## src/rtl/bbs_pkg.sv

```systemverilog
package bbs_pkg;

    localparam int WORD_W   = 32;
    localparam int BYTE_W   = 8;
    localparam int RX_BYTES = 2 + WORD_W / BYTE_W;
    localparam int TX_BYTES = 2 * WORD_W / BYTE_W;
    localparam int RX_BITS  = RX_BYTES * BYTE_W;
    localparam int TX_BITS  = TX_BYTES * BYTE_W;

    localparam logic [BYTE_W-1:0] OP_WRITE = 8'h01;
    localparam logic [BYTE_W-1:0] OP_READ  = 8'h02;

    localparam int ST_BAD_OP   = 0;
    localparam int ST_BAD_ADDR = 1;

    typedef enum logic [2:0] {
        S_IDLE, S_RX_HI, S_RX_LO, S_EXEC, S_TX_ARM, S_TX_HI, S_TX_LO
    } phase_e;

    // request: opcode arrives first, so it sits at the low end of the shift register
    typedef struct packed {
        logic [WORD_W-1:0] wdata;
        logic [BYTE_W-1:0] addr;
        logic [BYTE_W-1:0] op;
    } req_t;

    typedef struct packed {
        logic [WORD_W-1:0] status;
        logic [WORD_W-1:0] rdata;
    } rsp_t;

    function automatic logic [WORD_W-1:0] make_status(input logic [BYTE_W-1:0] op,
                                                      input logic [BYTE_W-1:0] addr,
                                                      input int unsigned nregs);
        logic [WORD_W-1:0] s;
        s = '0;
        s[ST_BAD_OP]   = (op != OP_WRITE) && (op != OP_READ);
        s[ST_BAD_ADDR] = (32'(addr) >= 32'(nregs));
        return s;
    endfunction

endpackage

```

## src/rtl/bbs_sync.sv

```systemverilog
module bbs_sync #(
    parameter int           W       = 1,
    parameter logic [W-1:0] RST_VAL = '0
) (
    input  logic         clk,
    input  logic         rst,
    input  logic [W-1:0] d,
    output logic [W-1:0] q
);
    logic [W-1:0] meta;

    always_ff @(posedge clk) begin
        if (rst) begin
            meta <= RST_VAL;
            q    <= RST_VAL;
        end else begin
            meta <= d;
            q    <= meta;
        end
    end
endmodule

```

## src/rtl/bbs_regfile.sv

```systemverilog
module bbs_regfile #(
    parameter  int NREGS = 8,
    parameter  int DW    = 32,
    localparam int AW    = (NREGS > 1) ? $clog2(NREGS) : 1
) (
    input  logic          clk,
    input  logic          rst,
    input  logic          we,
    input  logic [AW-1:0] waddr,
    input  logic [DW-1:0] wdata,
    input  logic [AW-1:0] raddr,
    output logic [DW-1:0] rdata
);
    logic [DW-1:0] regs [NREGS];

    for (genvar g = 0; g < NREGS; g++) begin : g_reg
        logic [DW-1:0] q;
        always_ff @(posedge clk) begin
            if (rst)
                q <= '0;
            else if (we && (waddr == AW'(g)))
                q <= wdata;
        end
        assign regs[g] = q;
    end

    assign rdata = regs[raddr];
endmodule

```

## src/rtl/bytebus_reg_slave.sv

```systemverilog
module bytebus_reg_slave
    import bbs_pkg::*;
#(
    parameter int NREGS = 8
) (
    input  logic              clk,
    input  logic              rst,
    input  logic              host_rst_n,
    input  logic              host_start,
    input  logic              host_rw,
    input  logic              host_hs1,
    input  logic [BYTE_W-1:0] bus_in,
    output logic [BYTE_W-1:0] bus_out,
    output logic              bus_oe,
    output logic              hs2,
    output logic              ack
);
    localparam int AW = (NREGS > 1) ? $clog2(NREGS) : 1;
    localparam int IW = $clog2(TX_BYTES + 1);

    // synchronised host controls
    logic s_start, s_rw, s_hs1, s_rstn;
    logic start_q, start_edge;

    bbs_sync #(.W(3), .RST_VAL(3'b000)) u_sync_ctl (
        .clk (clk),
        .rst (rst),
        .d   ({host_start, host_rw, host_hs1}),
        .q   ({s_start, s_rw, s_hs1})
    );

    bbs_sync #(.W(1), .RST_VAL(1'b1)) u_sync_rst (
        .clk (clk),
        .rst (rst),
        .d   (host_rst_n),
        .q   (s_rstn)
    );

    always_ff @(posedge clk) begin
        if (rst) start_q <= 1'b0;
        else     start_q <= s_start;
    end
    assign start_edge = s_start & ~start_q;

    // sequencer
    phase_e              st, nxt;
    logic [IW-1:0]       idx;
    logic [RX_BITS-1:0]  rx_q;
    logic [TX_BITS-1:0]  tx_q;
    req_t                req;
    rsp_t                rsp_d;
    logic [WORD_W-1:0]   status_d, rf_rdata;
    logic                req_ok, rf_we;
    logic                rx_take, tx_done;

    always_comb begin
        nxt = st;
        unique case (st)
            S_IDLE:   if (start_edge)          nxt = S_RX_HI;
            S_RX_HI:  if (s_hs1 && !s_rw)      nxt = S_RX_LO;
            S_RX_LO:  if (!s_hs1)              nxt = (idx == IW'(RX_BYTES)) ? S_EXEC : S_RX_HI;
            S_EXEC:                            nxt = S_TX_ARM;
            S_TX_ARM: if (s_rw && !s_hs1)      nxt = S_TX_HI;
            S_TX_HI:  if (s_hs1)               nxt = S_TX_LO;
            S_TX_LO:  if (!s_hs1)              nxt = (idx == IW'(TX_BYTES)) ? S_IDLE : S_TX_ARM;
            default:                           nxt = S_IDLE;
        endcase
        if (!s_rstn) nxt = S_IDLE;
    end

    assign rx_take = (st == S_RX_HI) && (nxt == S_RX_LO);
    assign tx_done = (st == S_TX_HI) && (nxt == S_TX_LO);

    always_ff @(posedge clk) begin
        if (rst) begin
            st   <= S_IDLE;
            idx  <= '0;
            rx_q <= '0;
            tx_q <= '0;
            hs2  <= 1'b0;
            ack  <= 1'b0;
        end else begin
            st  <= nxt;
            hs2 <= (nxt == S_RX_LO) || (nxt == S_TX_HI);
            ack <= (nxt != S_IDLE);
            if (nxt == S_IDLE || st == S_EXEC)
                idx <= '0;
            else if (rx_take || tx_done)
                idx <= idx + 1'b1;
            if (rx_take)
                rx_q <= {bus_in, rx_q[RX_BITS-1:BYTE_W]};
            if (st == S_EXEC)
                tx_q <= rsp_d;
            else if (tx_done)
                tx_q <= {{BYTE_W{1'b0}}, tx_q[TX_BITS-1:BYTE_W]};
        end
    end

    // request decode and register access
    assign req      = req_t'(rx_q);
    assign status_d = make_status(req.op, req.addr, NREGS);
    assign req_ok   = (status_d == '0);
    assign rf_we    = (st == S_EXEC) && req_ok && (req.op == OP_WRITE);

    bbs_regfile #(.NREGS(NREGS), .DW(WORD_W)) u_regs (
        .clk   (clk),
        .rst   (rst),
        .we    (rf_we),
        .waddr (req.addr[AW-1:0]),
        .wdata (req.wdata),
        .raddr (req.addr[AW-1:0]),
        .rdata (rf_rdata)
    );

    always_comb begin
        rsp_d.status = status_d;
        if (!req_ok)
            rsp_d.rdata = '0;
        else if (req.op == OP_WRITE)
            rsp_d.rdata = req.wdata;
        else
            rsp_d.rdata = rf_rdata;
    end

    // pad control
    assign bus_oe  = s_rw && ((st == S_TX_ARM) || (st == S_TX_HI) || (st == S_TX_LO));
    assign bus_out = bus_oe ? tx_q[BYTE_W-1:0] : '0;

endmodule

```

## config.mk

```make
export PLATFORM = sky130hd
export DESIGN_NAME = bytebus_reg_slave
export DESIGN_NICKNAME = d
export VERILOG_FILES = /design/src/rtl/bbs_pkg.sv /design/src/rtl/bbs_sync.sv /design/src/rtl/bbs_regfile.sv /design/src/rtl/bytebus_reg_slave.sv
export SDC_FILE = /design/constraint.sdc
export NUM_CORES = 1
export LEC_CHECK = 0
export BUFFER_PORTS_ARGS = -buffer_cell sky130_fd_sc_hd__buf_2
export CAP_MARGIN = 20
export CORE_MARGIN = 2
export CORE_UTILIZATION = 45
export CTS_CLUSTER_SIZE = 24
export DETAILED_ROUTE_END_ITERATION = 8
export GPL_TIMING_DRIVEN = 0
export PLACE_DENSITY = 0.69
export SLEW_MARGIN = 40
export SYNTH_ARGS = -nofsm -noshare
export SYNTH_HDL_FRONTEND = slang
export SYNTH_HIERARCHICAL = 1
export SYNTH_SLANG_ARGS = --single-unit
```

## constraint.sdc

```tcl
create_clock -name clk -period 6.2 [get_ports clk]
set_input_delay 0.31 -clock clk [delete_from_list [all_inputs] [get_ports clk]]
set_output_delay 0.31 -clock clk [all_outputs]
set_load 0.05 [all_outputs]
```

==> qor.txt, run 1 <==
status = complete, no violations
final worst path period share = 0.506
Max Clock Skew = 0.0151 ns
startpoint of the tightest hold check path = host_hs1
fraction of layout instances using a drive strength above 1 = 0.146
Util after Layout = 0.517
residual antenna-violating net count after detailed routing = 0
r2r endpoint = u_regs/g_reg[7].q[28]$_SDFFE_PP0P_
Reg2Reg Setup Slack = 3.07 ns
fraction of power spent switching nets = 0.211
Routed WL = 47800 µm
Crit. Startpoint = req[6]$_SDFFE_PP0P_
number of failing setup endpoints in the final timing report = 0
# port buffers = 24
Die Footprint = 36800 µm²
CTS sink cnt = 356
count of maximum capacitance violations = 0
number of warnings issued by yosys = 6
buffer type at the clock tree root = clkbuf_16
via count of the first global-routing pass = 13131
hold path depth = 2
sequential share of power = 0.484
synthesis-stage register bit count = 356
classification of the worst-slack hold path = primary input to flip-flop
Synth area leaders = dfxtp_1, nand2_1, a21oi_1
Max Transition Viols Final = 0
logic gate share of total power = 0.018
net switching power = 999 µW
via total after detailed routing = 13765
Clock Power Share = 0.498
crit path DAT = 3.52 ns
Die Y-Extent = 192 µm
fraction of synthesized cell area taken by the top area cell type = 0.449
Mapped Area = 15900 µm²
number of CTS-inserted buffers = 39
first-iteration detailed-routing DRC count = 1229
pin count of the biggest net entering global routing = 15
number of enable-type register cells in the synthesized netlist = 0
HPWL after detailed placement = 33900 µm
drt first pass iters = 5
post-route worst hold slack = 0.0249 ns
latest clock arrival within the worst-skew pair = 0.53 ns
start of the worst register-to-register path = req[6]$_SDFFE_PP0P_
kind of end point of the critical path = flip-flop
Max Root-Sink Buffers = 3
routability congestion estimate from global placement = 0.905
cell type contributing the most total cell area after synthesis = dfxtp_1
Clock transition at path regs = 0.06 ns
Hold Crit Endpoint = u_sync_ctl/meta[0]$_SDFF_PP0_
leakage dissipation = 0.00636 µW
largest fanout of any net on the critical path = 10
via density per instance = 5.73
Final Cell Area = 17900 µm²
Avg Cell Area, Syn = 8.59 µm²
CTS tree = done
initial antenna violation count = 1
number of resized instances in the post-cts repair step = 0
part of the Yosys area used for sequential elements = 0.449
post-synthesis instance total = 1849
unique cell type count in the Yosys netlist = 59
type of origin of the critical path = flip-flop
Max-Slew Margin vs Limit = 0.449
chip width = 192 µm
worst vdd ir = 0.000218 V
GRT Util Overall = 0.259
number of placed I/O pins = 25
Mapped Nets = 1866
# nets final = 1934
worst setup path category = flip-flop to flip-flop
commonest register cell after synthesis = dfxtp_1
setup repair after global routing missed its margin = no
mean routed wirelength per cell = 19.9 µm
number of hold violations in the final report = 0
antenna diode count = 0
area inside the core boundary = 34600 µm²
Setup Total Neg Slack = 0 ns
Max Freq = 0.319 GHz
post-placement cell area = 16600 µm²
Req. time, crit path = 6.58 ns
first-pass GRT wire length = 73600 µm
min Tclk post-route = 3.13 ns
initial standard-cell utilization of the core = 0.459
Post CTS Setup Buffer Count = 0
slew at the pin closest to its max-slew limit = 0.826 ns
number of remaining DRC errors = 0
number of placement rows = 68
CTS H-tree lvls = 2
P per Cell Area = 265 nW/µm²
post-synthesis to final-layout area growth = 12.7%
cell count of the worst reg-to-reg path = 9
fraction of registers with async set or reset after synthesis = 0
internal power of the cells = 3740 µW
total gr overflow = 0
-- registers in the layout (all words and copies together) (netlist names) --
register	flops
ack	1
hs2	1
idx	4
req	48
st	3
start_q	1
tx_q	34
u_regs/g.q	256
u_sync_ctl/meta	3
u_sync_ctl/q	3
u_sync_rst/meta	1
u_sync_rst/q	1
-- placed cells by master (no fill, tap or decap), types with 5 or more instances in the layout --
cell and n:
bufinv_16 5, o21ai_0 36, a21boi_0 27, and3_1 33
nand3_1 5, nor2_1 8, and4b_1 5, nand2_1 616
buf_4 43, mux4_1 25, clkbuf_16 39, buf_6 9
clkbuf_1 94, mux2_2 32, a21boi_1 5, clkinv_2 9
a21oi_1 355, inv_1 5, dfxtp_1 356, mux4_2 39
buf_2 74, nor2b_1 10, o211ai_2 11, and2_1 10
o211ai_1 21, clkbuf_8 5
-- per-layer routing --
metal	GRT usage	vias up	part of all wire
li1	-	6434	-
met1	0.338	6648	0.42
met2	0.445	586	0.48
met3	0.0333	97	0.075
met4	0.0837	0	0.028
met5	0	-	0
-- logic make-up after synthesis --
kind of cell,Yosys count,synth area share
multiplexers,97,0.120
flip-flops,356,0.449
AO/OA/AOI/OAI,472,0.165
adder cells (fa/ha/maj),3,0.00236
buffers and inverters,197,0.0663
AND/OR/NAND/NOR,720,0.195
XOR/XNOR,4,0.00221
-- metrics by stage --
step                cells  worst slack, ns  power (µW)
floorplan            1849             3.78        2390
global placement     2328             3.24        2420
detailed placement   2328             3.18        2420
CTS                  2401             3.18        4760
global route         2401             2.92        4860
finish               2401             3.07        4740
-- synthesized netlist by cell type (2+ instances only) --
| cell | number |
|---|---|
| mux4_2 | 39 |
| nor2_1 | 8 |
| a21oi_1 | 355 |
| a2bb2oi_1 | 2 |
| xnor2_1 | 2 |
| nand3_1 | 5 |
| o211ai_1 | 21 |
| buf_4 | 43 |
| clkbuf_1 | 86 |
| inv_1 | 5 |
| o21ai_0 | 36 |
| buf_1 | 2 |
| a21boi_1 | 5 |
| buf_6 | 9 |
| nand2_1 | 616 |
| nand2b_1 | 2 |
| buf_2 | 50 |
| or2_1 | 2 |
| ha_1 | 3 |
| a31oi_1 | 2 |
| and3_1 | 33 |
| nand4bb_1 | 3 |
| nand4_1 | 4 |
| a311oi_1 | 4 |
| and4_1 | 2 |
| dfxtp_1 | 356 |
| nor4bb_1 | 2 |
| buf_8 | 2 |
| and2_1 | 10 |
| xor2_1 | 2 |
| and4b_1 | 5 |
| and4bb_2 | 3 |
| nor4b_4 | 2 |
| nand4b_1 | 3 |
| a21boi_0 | 27 |
| o211ai_2 | 11 |
| nor2b_1 | 10 |
| mux4_1 | 25 |
| mux2_2 | 32 |
-- power by group through the flow --
| stage | Sequential [µW] | Clock, µW | Combinational (µW) |
|---|---|---|---|
| after floorplan | 2350 | 0 | 43.3 |
| after global placement | 2340 | 0 | 78.8 |
| after detailed placement | 2340 | 0 | 79.7 |
| after CTS | 2290 | 2390 | 81.7 |
| after global routing | 2290 | 2480 | 88.3 |
| final | 2290 | 2360 | 83.3 |
-- area by class of cell --
cell class | count | area (µm²)
multi-input combinational | 1296 | 7710
fill | 3170 | 16700
clock buffer | 53 | 1080
sequential | 356 | 7130
tap | 455 | 569
buffer | 192 | 1040
inverter | 5 | 18.8
clock inverter | 17 | 220
timing repair buffer | 27 | 150
-- what timing repair did --
action / CTS / global route
setup endpoints to repair: 0 / 0
hold endpoints to repair: 3 / 0
hold buffers: 3 / 0
-- worst max-delay path: stages (launching register included) --
cell and delay, ns:
dfxtp_1 0.35, nor4b_2 0.36, buf_2 0.27, clkbuf_1 0.36, and4_2 0.42, buf_2 0.24, nand4_1 0.34, clkbuf_1 0.39
nand2_1 0.16, a21oi_1 0.08
-- worst max-delay path by stage --
stage | end | slack (ns) | cells after the start
floorplan | bus_out[0] | 3.78 | 4
global placement | u_regs/g_reg[7].q[26]$_SDFFE_PP0P_ | 3.24 | 8
detailed placement | u_regs/g_reg[6].q[26]$_SDFFE_PP0P_ | 3.18 | 9
CTS | u_regs/g_reg[6].q[26]$_SDFFE_PP0P_ | 3.18 | 9
global route | u_regs/g_reg[6].q[21]$_SDFFE_PP0P_ | 2.92 | 9
finish | u_regs/g_reg[7].q[28]$_SDFFE_PP0P_ | 3.07 | 9
No activity file was read; power rests on OpenSTA's default activity.
==> run 2, diff against run 1 <==
- clock period: 6.2 -> 3.1 ns (I/O delays scaled with it)
==> run 2 against run 1 <==
  * Clock power rose by 100%
  * Total power rose by 100%
  * Worst hold slack improved by 0.32 ns
  * Flip-flop and latch count did not move
  * Worst setup slack got worse by 2.9 ns
  * Register-to-register slack got worse by 2.9 ns
  * First-iteration DRC count fell by 2.8%
  * Maximum frequency rose by 5.2%
  * Via count rose by 0.50%
  * Non-clock buffer count rose by 14
  * Combinational power rose by 110%
==> qor.txt, run 2 (synthesized netlist as in run 1, its figures left out) <==
number of CTS-inserted buffers = 39
Die Footprint = 36800 µm²
initial antenna violation count = 1
Hold Crit Endpoint = u_sync_rst/meta$_SDFF_PP1_
flip-flop count of the largest register after layout = 256
status = complete, no violations
setup repair after global routing missed its margin = no
latest clock arrival within the worst-skew pair = 0.53 ns
Setup Total Neg Slack = 0 ns
fraction of layout instances using a drive strength above 1 = 0.147
post-synthesis to final-layout area growth = 13.6%
pin count of the biggest net entering global routing = 15
initial standard-cell utilization of the core = 0.459
Req. time, crit path = 3.49 ns
# port buffers = 24
first-pass GRT wire length = 73700 µm
commonest cells after routing, fill and taps aside = nand2_1, dfxtp_1, a21oi_1
Max Freq = 0.336 GHz
kind of end point of the critical path = flip-flop
mean routed wirelength per cell = 19.9 µm
CTS sink cnt = 356
total gr overflow = 0
min Tclk post-route = 2.98 ns
post-route worst hold slack = 0.344 ns
Util after Layout = 0.521
total power draw = 9500 µW
Routed WL = 48000 µm
chip width = 192 µm
crit path DAT = 3.37 ns
leakage dissipation = 0.00643 µW
classification of the worst-slack hold path = primary input to flip-flop
first-iteration detailed-routing DRC count = 1195
final worst path period share = 0.961
cell count of the worst reg-to-reg path = 8
Max Clock Skew = 0.0174 ns
slew at the pin closest to its max-slew limit = 0.816 ns
Max Transition Viols Final = 0
register name with the most flops = u_regs/g.q
Clock transition at path regs = 0.06 ns
Die Y-Extent = 192 µm
number of placement rows = 68
commonest non-fill, non-tap cell in the layout = nand2_1
largest fanout of any net on the critical path = 11
type of origin of the critical path = flip-flop
r2r endpoint = tx_q[15]$_SDFFE_PP0P_
worst setup path category = flip-flop to flip-flop
Max-Slew Margin vs Limit = 0.456
number of remaining DRC errors = 0
start of the worst register-to-register path = req[10]$_SDFFE_PP0P_
CTS H-tree lvls = 2
CTS tree = done
Placed Instances = 2328
count of maximum capacitance violations = 0
startpoint of the tightest hold check path = host_rst_n
via count of the first global-routing pass = 13196
residual antenna-violating net count after detailed routing = 0
HPWL after detailed placement = 33900 µm
Max Root-Sink Buffers = 3
Layout Cells excl Fill = 2416
Reg2Reg Setup Slack = 0.12 ns
# nets final = 1948
number of placed I/O pins = 25
number of failing setup endpoints in the final timing report = 0
buffer type at the clock tree root = clkbuf_16
via total after detailed routing = 13834
P per Cell Area = 526 nW/µm²
hold path depth = 3
GRT Util Overall = 0.260
area inside the core boundary = 34600 µm²
number of hold violations in the final report = 0
worst vdd ir = 0.000441 V
drt first pass iters = 6
routability congestion estimate from global placement = 0.905
via density per instance = 5.73
-- run 2: changes by cell type in the layout (fill, tap and decap cells not counted) --
cell / before / now
buf_2: 74 / 73
diode_2: 0 / 1
clkbuf_1: 94 / 92
dlygate4sd3_1: 3 / 15
buf_4: 43 / 46
clkbuf_4: 0 / 1
clkbuf_2: 1 / 2
-- run 2: layout make-up --
type	count	area, µm²
fillers	3153	16600
multi-input cells	1296	7710
flip-flops and latches	356	7130
clock buffers	53	1080
plain buffers	191	1040
well taps	455	569
repair buffers	42	293
clock inverters	17	220
inverters	5	18.8
diodes	1	2.50
-- run 2: worst max path at each step --
stage                         startpoint  cells past startpoint                                 end  slack [ns]
finish              req[10]$_SDFFE_PP0P_                      8               tx_q[15]$_SDFFE_PP0P_        0.12
global route        req[10]$_SDFFE_PP0P_                      8               tx_q[15]$_SDFFE_PP0P_        0.04
CTS                  req[6]$_SDFFE_PP0P_                      9  u_regs/g_reg[6].q[26]$_SDFFE_PP0P_        0.08
detailed placement   req[6]$_SDFFE_PP0P_                      9  u_regs/g_reg[6].q[26]$_SDFFE_PP0P_        0.08
global placement     req[2]$_SDFFE_PP0P_                      8  u_regs/g_reg[7].q[26]$_SDFFE_PP0P_        0.14
floorplan           req[12]$_SDFFE_PP0P_                      8  u_regs/g_reg[0].q[12]$_SDFFE_PP0P_        0.73
-- run 2: what timing repair did --
| item | CTS | global route |
|---|---|---|
| buffers inserted | 0 | 3 |
| hold endpoints to repair | 14 | 0 |
| endpoints found under the setup margin | 0 | 104 |
| hold buffers | 15 | 0 |
| resized for setup | 0 | 3 |
-- run 2: metrics by stage --
step	setup WS (ns)	cell area, µm²
2_1_floorplan	0.732	15900
3_3_place_gp	0.140	16600
3_5_place_dp	0.0843	16600
4_1_cts	0.0772	18000
5_1_grt	0.0427	18000
6_report	0.121	18100
-- run 2: report_power, final --
group | internal [µW] | leakage [µW] | switching (µW) | total, µW
combinational | 43.3 | 0.00292 | 135 | 179
sequential | 4580 | 0.00287 | 5.37 | 4590
clock | 2860 | 0.000642 | 1870 | 4730
total | 7490 | 0.00643 | 2010 | 9500
-- run 2: worst max-delay path, cell delays in order, from the launching register on --
cell	delay (ns)
dfxtp_1	0.58
buf_6	0.28
buf_2	0.32
buf_2	0.38
mux4_2	0.39
mux2_2	0.33
a21boi_0	0.14
o211ai_1	0.30
a21oi_1	0.11
-- run 2: metal layers --
layer	track usage	wire, µm
met1	0.337	20400
met4	0.0852	1260
met3	0.0336	3240
met2	0.447	23000
met5	0	0
